$ cat src/rtl/addr_gate_pkg.sv
package addr_gate_pkg;

    localparam int BYTE_W   = 8;
    localparam int NBYTES   = 6;
    localparam int ADDR_W   = BYTE_W * NBYTES;
    localparam int BIN_W    = 6;
    localparam int WORD_W   = 32;
    localparam int NBINS    = 1 << BIN_W;
    localparam int NWORDS   = NBINS / WORD_W;

    typedef enum logic [2:0] {
        CLS_REJECT  = 3'd0,
        CLS_UNICAST = 3'd1,
        CLS_BCAST   = 3'd2,
        CLS_MHASH   = 3'd3,
        CLS_PROMISC = 3'd4
    } match_cls_e;

    typedef struct packed {
        logic             accept;
        match_cls_e       cls;
        logic [BIN_W-1:0] bin;
    } verdict_t;

    // Per-byte fold term; the shift pattern repeats every three bytes.
    function automatic logic [BIN_W-1:0] fold_term(input logic [BYTE_W-1:0] b,
                                                   input int pos);
        logic [BYTE_W-1:0] t;
        case (pos % 3)
            0:       t = (b >> 2) ^ (b << 4);
            1:       t = (b >> 4) ^ (b << 2);
            default: t = (b >> 6) ^ b;
        endcase
        return t[BIN_W-1:0];
    endfunction

endpackage

$ cat src/rtl/addr_gate_fold.sv
module addr_gate_fold
    import addr_gate_pkg::*;
(
    input  logic [ADDR_W-1:0] dst,
    output logic [BIN_W-1:0]  bin
);
    logic [BIN_W-1:0] terms [NBYTES];

    for (genvar k = 0; k < NBYTES; k++) begin : g_term
        assign terms[k] = fold_term(dst[k*BYTE_W +: BYTE_W], k);
    end

    always_comb begin
        bin = '0;
        for (int k = 0; k < NBYTES; k++) begin
            bin = bin ^ terms[k];
        end
    end
endmodule

$ cat src/rtl/addr_gate_bins.sv
module addr_gate_bins
    import addr_gate_pkg::*;
(
    input  logic [BIN_W-1:0]  bin,
    input  logic [WORD_W-1:0] tbl_lo,
    input  logic [WORD_W-1:0] tbl_hi,
    output logic              hit
);
    localparam int SEL_W = BIN_W - $clog2(WORD_W);

    logic [WORD_W-1:0] words [NWORDS];
    logic [SEL_W-1:0]  wsel;
    logic [$clog2(WORD_W)-1:0] bsel;

    assign words[0] = tbl_lo;
    assign words[1] = tbl_hi;
    assign wsel = bin[BIN_W-1 -: SEL_W];
    assign bsel = bin[$clog2(WORD_W)-1:0];

    always_comb begin
        hit = 1'b0;
        for (int w = 0; w < NWORDS; w++) begin
            if (wsel == SEL_W'(w)) hit = words[w][bsel];
        end
    end
endmodule

$ cat src/rtl/addr_gate_decide.sv
module addr_gate_decide
    import addr_gate_pkg::*;
(
    input  logic [ADDR_W-1:0] dst,
    input  logic [ADDR_W-1:0] station,
    input  logic              promisc,
    input  logic              bcast_en,
    input  logic              mcast_en,
    input  logic              ucast_en,
    input  logic              bin_hit,
    output logic              accept,
    output match_cls_e        cls
);
    logic is_bcast;
    logic is_group;
    logic is_mine;

    assign is_bcast = &dst;
    assign is_group = dst[0];
    assign is_mine  = (dst == station);

    always_comb begin
        accept = 1'b0;
        cls    = CLS_REJECT;
        if (promisc) begin
            accept = 1'b1;
            cls    = CLS_PROMISC;
        end else if (is_bcast) begin
            if (bcast_en) begin
                accept = 1'b1;
                cls    = CLS_BCAST;
            end
        end else if (is_group) begin
            if (mcast_en && bin_hit) begin
                accept = 1'b1;
                cls    = CLS_MHASH;
            end
        end else if (ucast_en && is_mine) begin
            accept = 1'b1;
            cls    = CLS_UNICAST;
        end
    end
endmodule

$ cat src/rtl/addr_gate.sv
module addr_gate
    import addr_gate_pkg::*;
(
    input  logic              clk,
    input  logic              rst,
    input  logic              in_vld,
    input  logic [47:0]       in_dst,
    input  logic              cfg_promisc,
    input  logic              cfg_bcast_en,
    input  logic              cfg_mcast_en,
    input  logic              cfg_ucast_en,
    input  logic [31:0]       cfg_sta_lo,
    input  logic [7:0]        cfg_sta_b4,
    input  logic [7:0]        cfg_sta_b5,
    input  logic [31:0]       cfg_hash_lo,
    input  logic [31:0]       cfg_hash_hi,
    output logic              out_vld,
    output logic              out_accept,
    output logic [2:0]        out_class,
    output logic [5:0]        out_hash
);
    logic [ADDR_W-1:0] station;
    logic [BIN_W-1:0]  bin;
    logic              bin_hit;
    verdict_t          nxt;
    verdict_t          cur;
    logic              vld_q;

    assign station = {cfg_sta_b5, cfg_sta_b4, cfg_sta_lo};

    addr_gate_fold u_fold (
        .dst (in_dst),
        .bin (bin)
    );

    addr_gate_bins u_bins (
        .bin    (bin),
        .tbl_lo (cfg_hash_lo),
        .tbl_hi (cfg_hash_hi),
        .hit    (bin_hit)
    );

    addr_gate_decide u_decide (
        .dst      (in_dst),
        .station  (station),
        .promisc  (cfg_promisc),
        .bcast_en (cfg_bcast_en),
        .mcast_en (cfg_mcast_en),
        .ucast_en (cfg_ucast_en),
        .bin_hit  (bin_hit),
        .accept   (nxt.accept),
        .cls      (nxt.cls)
    );

    assign nxt.bin = bin;

    always_ff @(posedge clk) begin
        if (rst) begin
            vld_q <= 1'b0;
            cur   <= '0;
        end else begin
            vld_q <= in_vld;
            if (in_vld) cur <= nxt;
        end
    end

    assign out_vld    = vld_q;
    assign out_accept = cur.accept;
    assign out_class  = cur.cls;
    assign out_hash   = cur.bin;
endmodule

$ cat config.mk
export PLATFORM = sky130hd
export DESIGN_NAME = addr_gate
export DESIGN_NICKNAME = d
export VERILOG_FILES = /design/src/rtl/addr_gate_pkg.sv /design/src/rtl/addr_gate_fold.sv /design/src/rtl/addr_gate_bins.sv /design/src/rtl/addr_gate_decide.sv /design/src/rtl/addr_gate.sv
export SDC_FILE = /design/constraint.sdc
export NUM_CORES = 1
export LEC_CHECK = 0
export ABC_AREA = 0
export BUFFER_PORTS_ARGS = -buffer_cell sky130_fd_sc_hd__clkbuf_2
export CORE_MARGIN = 5
export CORE_UTILIZATION = 40
export CTS_CLUSTER_SIZE = 30
export DETAILED_ROUTE_END_ITERATION = 10
export PLACE_DENSITY = 0.81
export SKIP_LAST_GASP = 1
export SYNTH_ARGS = -nofsm -noshare
export SYNTH_HDL_FRONTEND = slang
export SYNTH_SLANG_ARGS = --single-unit
$ cat constraint.sdc
create_clock -name clk -period 7.6 [get_ports clk]
set_input_delay 0.76 -clock clk [delete_from_list [all_inputs] [get_ports clk]]
set_output_delay 0.76 -clock clk [all_outputs]
set_load 0.02 [all_outputs]
==> key figures, run 1 <==
Yosys
  – Post-synth net total: 427
  – Synth Area per Inst: 8.73 um2
  – Post-synth EDFFs: 0
  – Yosys reg bits: 11
  – Number of distinct library cells after synthesis: 48
  – Synth warnings: 0
  – FFs w/ async S/R, synth: 0%
  – Synth Flop Type: dfxtp_1
  – Sequential share of the synthesized area: 9.70%
  – Mapped Cells: 260
  – Synth Cell Area: 2270 um2

Status
  – Status: finished, final reports clean

Worst hold path
  – Hold/Removal Path Class: register to register
  – WHS Endpoint: out_accept
  – Critical hold path startpoint: out_accept
  – Hold path cells: 2

Power
  – Register share of total power: 13.3%
  – Cell Pwr Density: 161 nW/um2
  – Internal power: 0.288 mW
  – Part of the power in combinational logic: 75.7%
  – Sw Ratio: 45.0%
  – Reported leakage power: 1.53 nW
  – Power share of the clock group: 11.0%
  – NetSw: 0.235 mW
  – IR drop worst, VDD: 0.0000990 V

Clocking
  – Clk Latency, worst-skew pair: 0.24 ns
  – Clock Pin Slew Worst Setup and Hold Paths: 0.05 ns
  – CTS Root Cell: clkbuf_8
  – # hold bufs at CTS: 0
  – CTS tree: built
  – Htree depth: 1
  – Deepest clock path buffer count: 2
  – Post-cts sizing count: 0
  – Setup Buffers After CTS: 0
  – Num CTS Buffers: 3
  – CTS sink cnt: 11

Die
  – I/O pins: 178
  – Initial Util: 41.2%
  – Die height: 85.3 um
  – Die area: 7280 um2
  – Row count: 27
  – Die width: 85.3 um
  – Core Area: 5510 um2

STA
  – Sum Neg Setup Slack: 0 ns
  – Slew margin rel.: 24.7%
  – RSZ-0062 raised after global routing: false
  – F_max: 282 MHz
  – Clk_skew: 0 ns
  – Endpoints failing setup: 0
  – Max-slew violations: 0
  – Crit share post-route: 46.7%
  – Final hold violation count: 0
  – Final min period: 3.55 ns
  – Worst setup margin: 4.05 ns
  – Worst Tran Pin Value: 1.12 ns

Placement
  – Dpl cell area: 3210 um2
  – Post-DP HPWL: 7670 um
  – PortBufs: 177
  – Placer congestion estimate: 0.867
  – Place WS: 3.84 ns

Global routing
  – Initial antenna violation count: 0
  – Overflow after GRT: 0
  – Total GRT Usage: 21.9%
  – Vias in the first global route: 2778
  – First-pass GRT wire length: 12900 um
  – Pin count of the biggest net entering global routing: 24

Setup path
  – Crit path capture type: register
  – Worst r2r dst: out_class[0]
  – R2R Setup Slk: 6.81 ns
  – Max Fanout on Critical Path: 18
  – WS Path Type: input pin to register
  – CP max stage cell: xnor2_2
  – Crit path cell chain: clkbuf_2 > xor2_1 > xnor2_1 > xnor2_2 > mux2i_1 > o22ai_1 > a2111oi_2 > o221ai_2 > o31ai_2 > a311oi_1
  – Cells on worst reg2reg path: 3
  – Setup crit start kind: input pin
  – Worst Path Arrival: 3.65 ns
  – CP required: 7.70 ns
  – RR Startpoint: out_class[0]
  – CP max stage delay: 0.90 ns

Cells and area
  – Final core occ: 59.1%
  – Commonest cells after routing, fill and taps aside: 177 x clkbuf_2, 65 x xnor2_1, 31 x mux2i_1
  – Cell area after layout: 3250 um2
  – Layout area overhead: 43.3%
  – Layout cells sized above 1: 44.7%
  – ANT cells: 0
  – Final #Nets: 604
  – Most common cell after layout, fill and taps aside: clkbuf_2

Route
  – Vias per inst: 5.33
  – Initial DRC Count: 84
  – Via count: 2706
  – Antenna-violating nets left: 0
  – DRT Pass-1 Iters: 4
  – Total wire length: 8460 um
  – DRC viols: 0
  – Routed len/inst: 16.6 um

Flow run
  – MaxCap Viol Count: 0
==> kinds of logic (layout without fill, tap and decap cells) <==
kind of cell | count (synthesis) | in the layout | synth area share, %
mux | 40 | 40 | 21.4
buf+inv | 11 | 187 | 2.86
flops | 11 | 11 | 9.70
simple gates | 86 | 86 | 21.4
compound gates | 22 | 22 | 8.92
xor+xnor | 90 | 90 | 35.7
==> flip-flops by register name, indices dropped and copies added, names as in the netlist <==
register / flops
out_accept: 1
out_class: 3
out_hash: 6
out_vld: 1
==> Yosys cell counts (2+ instances only) <==
| cell type | number | area (um2) |
|---|---|---|
| xnor2_2 | 3 | 48.8 |
| a211oi_1 | 3 | 22.5 |
| clkbuf_1 | 2 | 7.51 |
| nor2_1 | 18 | 67.6 |
| mux2_2 | 2 | 22.5 |
| mux4_1 | 5 | 131 |
| xor2_1 | 22 | 193 |
| dfxtp_1 | 11 | 220 |
| nor4_1 | 10 | 62.6 |
| buf_6 | 3 | 33.8 |
| a31oi_1 | 2 | 12.5 |
| mux2i_1 | 31 | 310 |
| mux2_1 | 2 | 22.5 |
| nor3_1 | 5 | 25.0 |
| nor3b_1 | 3 | 22.5 |
| xnor2_1 | 65 | 569 |
| nand2_1 | 9 | 33.8 |
| nor2b_1 | 2 | 12.5 |
| nand4_1 | 26 | 163 |
| or4_1 | 3 | 22.5 |
| inv_1 | 5 | 18.8 |
| o22ai_1 | 2 | 12.5 |
==> through the flow <==
step	total power [mW]	std cells	hold WS (ns)
5_1_grt	0.560	508	0.511
3_3_place_gp	0.457	504	0.472
4_1_cts	0.524	508	0.492
3_5_place_dp	0.466	504	0.486
6_report	0.523	508	0.490
2_1_floorplan	0.359	260	0.550
==> power groups by stage <==
stage,logic (mW),registers [mW],clock network (mW)
floorplan,0.280,0.0788,0
global placement,0.387,0.0701,0
detailed placement,0.395,0.0704,0
CTS,0.397,0.0694,0.0582
global route,0.428,0.0700,0.0627
finish,0.395,0.0694,0.0577
==> layer usage <==
layer  global-route usage, %  routed length (um)
met3                    4.47                 705
met4                    4.89                 133
met1                    25.4                3320
met2                    40.7                4300
met5                       0                   0
==> critical path: cells and delay by family <==
family | cells | cell delay, ns
compound gates | 5 | 1.18
buf+inv | 1 | 0.16
mux | 1 | 0.32
xor+xnor | 3 | 1.22
==> cell type report <==
type / count / area, um2
clock buffers: 4 / 45.0
repair buffers: 178 / 893
fillers: 517 / 2250
well taps: 72 / 90.1
flip-flops and latches: 11 / 220
inverters: 5 / 18.8
multi-input cells: 238 / 1990
==> worst max-delay path by stage <==
stage               slack (ns)    endpoint        from  cells past startpoint
floorplan                 4.68  out_accept  in_dst[16]                      9
global placement          3.99  out_accept  in_dst[40]                     10
detailed placement        3.84  out_accept  in_dst[22]                     10
CTS                       4.08  out_accept  in_dst[22]                     10
global route              3.87  out_accept  in_dst[22]                     10
finish                    4.05  out_accept  in_dst[22]                     10
Power figures use the tool's default switching activity.
==> run 2, diff against run 1 <==
- clock period: 7.6 -> 3.3 ns (I/O delays scaled with it)
==> run 2 against run 1 <==
  * Flip-flop and latch count stayed put
  * Largest cell class unchanged
  * Register-to-register slack worse by 4.3 ns
  * Cell area is 0.50% higher
  * Sequential share of layout area hardly changed
  * Critical endpoint is now out_class[1]
==> key figures, run 2 (synthesis gave the netlist of run 1 again) <==
STA
  – Crit share post-route: 92.3%
  – Max-slew violations: 0
  – Fin Hold WS: 0.409 ns
  – Slew margin rel.: 24.6%
  – Worst Tran Pin Value: 1.13 ns
  – Final min period: 3.05 ns
  – Worst setup margin: 0.254 ns
  – Final hold violation count: 0
  – Endpoints failing setup: 0
  – Clk_skew: 0 ns
  – F_max: 328 MHz
  – RSZ-0062 raised after global routing: false
  – Sum Neg Setup Slack: 0 ns

Placement
  – Place WS: -0.0241 ns
  – Dpl cells: 506
  – Placer congestion estimate: 0.866
  – PortBufs: 177
  – Post-DP HPWL: 7830 um

Die
  – Die width: 85.3 um
  – Die area: 7280 um2
  – I/O pins: 178
  – Row count: 27
  – Core Area: 5510 um2
  – Initial Util: 41.2%
  – Die height: 85.3 um

Power
  – Internal power: 0.672 mW
  – IR drop worst, VDD: 0.000199 V
  – Sw Ratio: 45.1%
  – Cell Pwr Density: 374 nW/um2
  – Register share of total power: 13.1%
  – NetSw: 0.551 mW
  – Part of the power in combinational logic: 75.8%
  – Power share of the clock group: 11.1%
  – Reported leakage power: 1.54 nW
  – Tot Pwr: 1.22 mW

Route
  – DRC viols: 0
  – Total wire length: 8600 um
  – Routed len/inst: 16.9 um
  – Antenna-violating nets left: 0
  – Via count: 2672
  – Vias per inst: 5.24
  – DRT Pass-1 Iters: 4
  – Initial DRC Count: 99

Cells and area
  – ANT cells: 0
  – Multi-input gate area: 1990 um2
  – Final non-filler cell total: 510
  – Most common cell after layout, fill and taps aside: clkbuf_2
  – Max reg flops: 6
  – Sequential cell area: 220 um2
  – Fillers: 525
  – Layout area overhead: 44.0%
  – Commonest cells after routing, fill and taps aside: 177 x clkbuf_2, 65 x xnor2_1, 31 x mux2i_1
  – Layout cells sized above 1: 45.2%
  – Final #Nets: 606

Clocking
  – # hold bufs at CTS: 0
  – Deepest clock path buffer count: 2
  – Clock Pin Slew Worst Setup and Hold Paths: 0.05 ns
  – Post-cts sizing count: 0
  – CTS Root Cell: clkbuf_8
  – Clk Latency, worst-skew pair: 0.24 ns
  – Htree depth: 1
  – Setup Buffers After CTS: 0
  – Num CTS Buffers: 3
  – CTS tree: built
  – CTS sink cnt: 11

Worst hold path
  – Hold/Removal Path Class: input pin to register
  – Critical hold path startpoint: cfg_promisc
  – Hold path cells: 3
  – WHS Endpoint: out_class[2]

Flow run
  – MaxCap Viol Count: 0

Setup path
  – Cells on worst reg2reg path: 3
  – Crit path cell chain: clkbuf_2 > xor2_1 > xnor2_1 > xnor2_2 > mux2i_1 > o22ai_1 > a2111oi_2 > o221ai_2 > o31ai_2 > o32ai_1
  – CP Launch Point: in_dst[38]
  – CP required: 3.42 ns
  – Crit path capture type: register
  – Delay-heaviest family, CP: XOR/XNOR gates
  – Worst Path Arrival: 3.16 ns
  – CP max stage cell: xnor2_2
  – WS Path Type: input pin to register
  – RR Startpoint: out_class[0]
  – Max Fanout on Critical Path: 19
  – Setup crit start kind: input pin
  – Worst r2r dst: out_class[0]
  – Crit path buf inv count: 1
  – CP max stage delay: 0.89 ns
  – R2R Setup Slk: 2.47 ns

Global routing
  – Overflow after GRT: 0
  – First-pass GRT wire length: 13300 um
  – Pin count of the biggest net entering global routing: 20
  – Vias in the first global route: 2857
  – Total GRT Usage: 22.6%
  – Initial antenna violation count: 0

Status
  – Status: finished, final reports clean
==> run 2: cell types whose count changed in the layout (fill, tap and decap cells not counted) <==
cell / change
clkinv_2: +1
buf_4: +2
clkbuf_1: -1
==> run 2: through the flow <==
stage               cell area, um2  util [%]
detailed placement            3220      58.5
CTS                           3270      59.4
floorplan                     2270         -
finish                        3270      59.4
global placement              3220      58.5
global route                  3270      59.4
==> run 2: cell type report <==
class	count	share of cell area [%]
inverters	5	0.574
repair buffers	180	27.8
multi-input cells	238	60.7
clock inverters	1	0.153
flip-flops and latches	11	6.74
well taps	72	2.76
clock buffers	3	1.26
==> run 2: worst max path at each step <==
stage | to | slack (ns) | cells after the start
6_report | out_class[1] | 0.25 | 10
5_1_grt | out_accept | 0.04 | 10
4_1_cts | out_class[1] | 0.24 | 10
3_5_place_dp | out_class[1] | -0.02 | 10
3_3_place_gp | out_accept | 0.17 | 10
2_1_floorplan | out_accept | 0.81 | 9
==> run 2: tightest hold or removal path: stages <==
cell and delay (ns):
clkbuf_2 0.12, mux2i_1 0.08, nor2_1 0.08
==> run 2: power by group through the flow <==
stage	Combinational [mW]	Sequential [mW]	Clock, mW
finish	0.927	0.161	0.135
global route	1.00	0.162	0.146
CTS	0.932	0.160	0.140
detailed placement	0.927	0.163	0
global placement	0.908	0.162	0
floorplan	0.646	0.182	0
==> run 2: routing by layer <==
layer | global-route usage (%) | part of all wire, % | up-vias
met5 | 0 | 0 | -
met4 | 4.75 | 1.3 | 0
met3 | 4.95 | 9.5 | 8
met2 | 43.4 | 52 | 128
met1 | 25.3 | 38 | 1201
li1 | - | - | 1335
==> run 3, diff against run 2 <==
- RECOVER_POWER: unset -> 100
==> run 3 against run 2 <==
  * Via count increased by 0.34%
  * Clock-buffer cell count unchanged
  * Hold slack got worse by 0.0015 ns
  * Sequential power about the same
  * Combinational power decreased by 0.5%
  * Non-clock buffer count unchanged
  * Critical path depth unchanged
  * Core utilization decreased by 0.30 points
  * Final cell count unchanged
  * Largest power group unchanged
==> key figures, run 3 (synthesis gave the netlist of run 1 again) <==
Die
  – Initial Util: 41.2%
  – Die area: 7280 um2
  – Die width: 85.3 um
  – Row count: 27
  – Die height: 85.3 um
  – Core Area: 5510 um2
  – I/O pins: 178

Route
  – Routed len/inst: 17.0 um
  – DRC viols: 0
  – DRT Pass-1 Iters: 4
  – Total wire length: 8650 um
  – Vias per inst: 5.26
  – Initial DRC Count: 89
  – Via count: 2681
  – Antenna-violating nets left: 0

Placement
  – Dpl cell area: 3220 um2
  – Place WS: -0.0241 ns
  – Post-DP HPWL: 7830 um
  – Placer congestion estimate: 0.866
  – PortBufs: 177

Flow run
  – MaxCap Viol Count: 0

STA
  – Slew margin rel.: 24.9%
  – Worst Tran Pin Value: 1.12 ns
  – Endpoints failing setup: 0
  – RSZ-0062 raised after global routing: false
  – Final min period: 3.04 ns
  – Final hold violation count: 0
  – Clk_skew: 0 ns
  – Max-slew violations: 0
  – Crit share post-route: 92.1%
  – Worst setup margin: 0.261 ns
  – F_max: 329 MHz

Power
  – Internal power: 0.667 mW
  – Sw Ratio: 45.3%
  – Part of the power in combinational logic: 75.7%
  – Power share of the clock group: 11.1%
  – Register share of total power: 13.2%
  – Reported leakage power: 1.50 nW
  – IR drop worst, VDD: 0.000198 V
  – NetSw: 0.552 mW
  – Cell Pwr Density: 375 nW/um2

Global routing
  – Overflow after GRT: 0
  – Total GRT Usage: 22.6%
  – Initial antenna violation count: 0
  – First-pass GRT wire length: 13300 um
  – Vias in the first global route: 2857
  – Pin count of the biggest net entering global routing: 20

Clocking
  – Num CTS Buffers: 3
  – Clk Latency, worst-skew pair: 0.24 ns
  – Post-cts sizing count: 0
  – Setup Buffers After CTS: 0
  – Htree depth: 1
  – CTS tree: built
  – # hold bufs at CTS: 0
  – Deepest clock path buffer count: 2
  – Clock Pin Slew Worst Setup and Hold Paths: 0.05 ns
  – CTS sink cnt: 11
  – CTS Root Cell: clkbuf_8

Cells and area
  – Layout area overhead: 43.3%
  – Multi-input gate area: 1990 um2
  – Layout cells sized above 1: 42.2%
  – ANT cells: 0
  – Most common cell after layout, fill and taps aside: clkbuf_2
  – Fillers: 533
  – Commonest cells after routing, fill and taps aside: 164 x clkbuf_2, 65 x xnor2_1, 31 x mux2i_1
  – Sequential cell area: 220 um2
  – Max reg flops: 6
  – Final #Nets: 606
  – Cell area after layout: 3250 um2

Setup path
  – R2R Setup Slk: 2.47 ns
  – Max Fanout on Critical Path: 19
  – Setup crit start kind: input pin
  – Worst Path Arrival: 3.16 ns
  – Crit path capture type: register
  – CP required: 3.42 ns
  – WS Path Type: input pin to register

Status
  – Status: finished, final reports clean

Worst hold path
  – Hold/Removal Path Class: input pin to register
==> run 3: final timing paths <==
| path | endpoint | startpoint | cells after the start |
|---|---|---|---|
| setup reg to reg | out_class[0] | out_class[0] | 3 |
| hold / removal | out_class[2] | cfg_promisc | 3 |
| hold reg to reg | out_hash[3] | out_hash[3] | 2 |
| setup / recovery | out_class[1] | in_dst[38] | 10 |
==> run 3: worst max-delay path: stages <==
cell and delay [ns]:
clkbuf_2 0.12, xor2_1 0.17, xnor2_1 0.16, xnor2_2 0.89, mux2i_1 0.28, o22ai_1 0.12
a2111oi_2 0.46, o221ai_2 0.19, o31ai_2 0.30, o32ai_1 0.14
==> run 3: metal layers <==
metal | up-vias | track usage (%) | share of wire [%]
li1 | 1336 | - | -
met1 | 1210 | 25.3 | 38
met2 | 127 | 43.4 | 52
met3 | 8 | 4.95 | 9.6
met4 | 0 | 4.75 | 1.3
met5 | - | 0 | 0
==> run 3: layout make-up <==
class,count,area share (%)
clock buffer,3,1.27
multi-input combinational,238,61.0
timing repair buffer,180,27.4
inverter,5,0.577
clock inverter,1,0.154
sequential,11,6.77
tap,72,2.77
==> run 3: per-stage QoR <==
step                hold slack (ns)  cells  power, mW  setup TNS, ns  utilization, %
floorplan                     0.409    260      0.827              0               -
global placement              0.472    506       1.07              0            58.5
detailed placement            0.479    506       1.09        -0.0435            58.5
CTS                           0.403    510       1.23              0            59.4
global route                  0.436    510       1.31              0            59.1
finish                        0.408    510       1.22              0            59.1
==> run 3: power by group through the flow <==
stage / registers [mW] / logic (mW) / clock network [mW]
floorplan: 0.182 / 0.646 / 0
global placement: 0.162 / 0.908 / 0
detailed placement: 0.163 / 0.927 / 0
CTS: 0.160 / 0.932 / 0.140
global route: 0.162 / 0.999 / 0.146
finish: 0.160 / 0.922 / 0.136
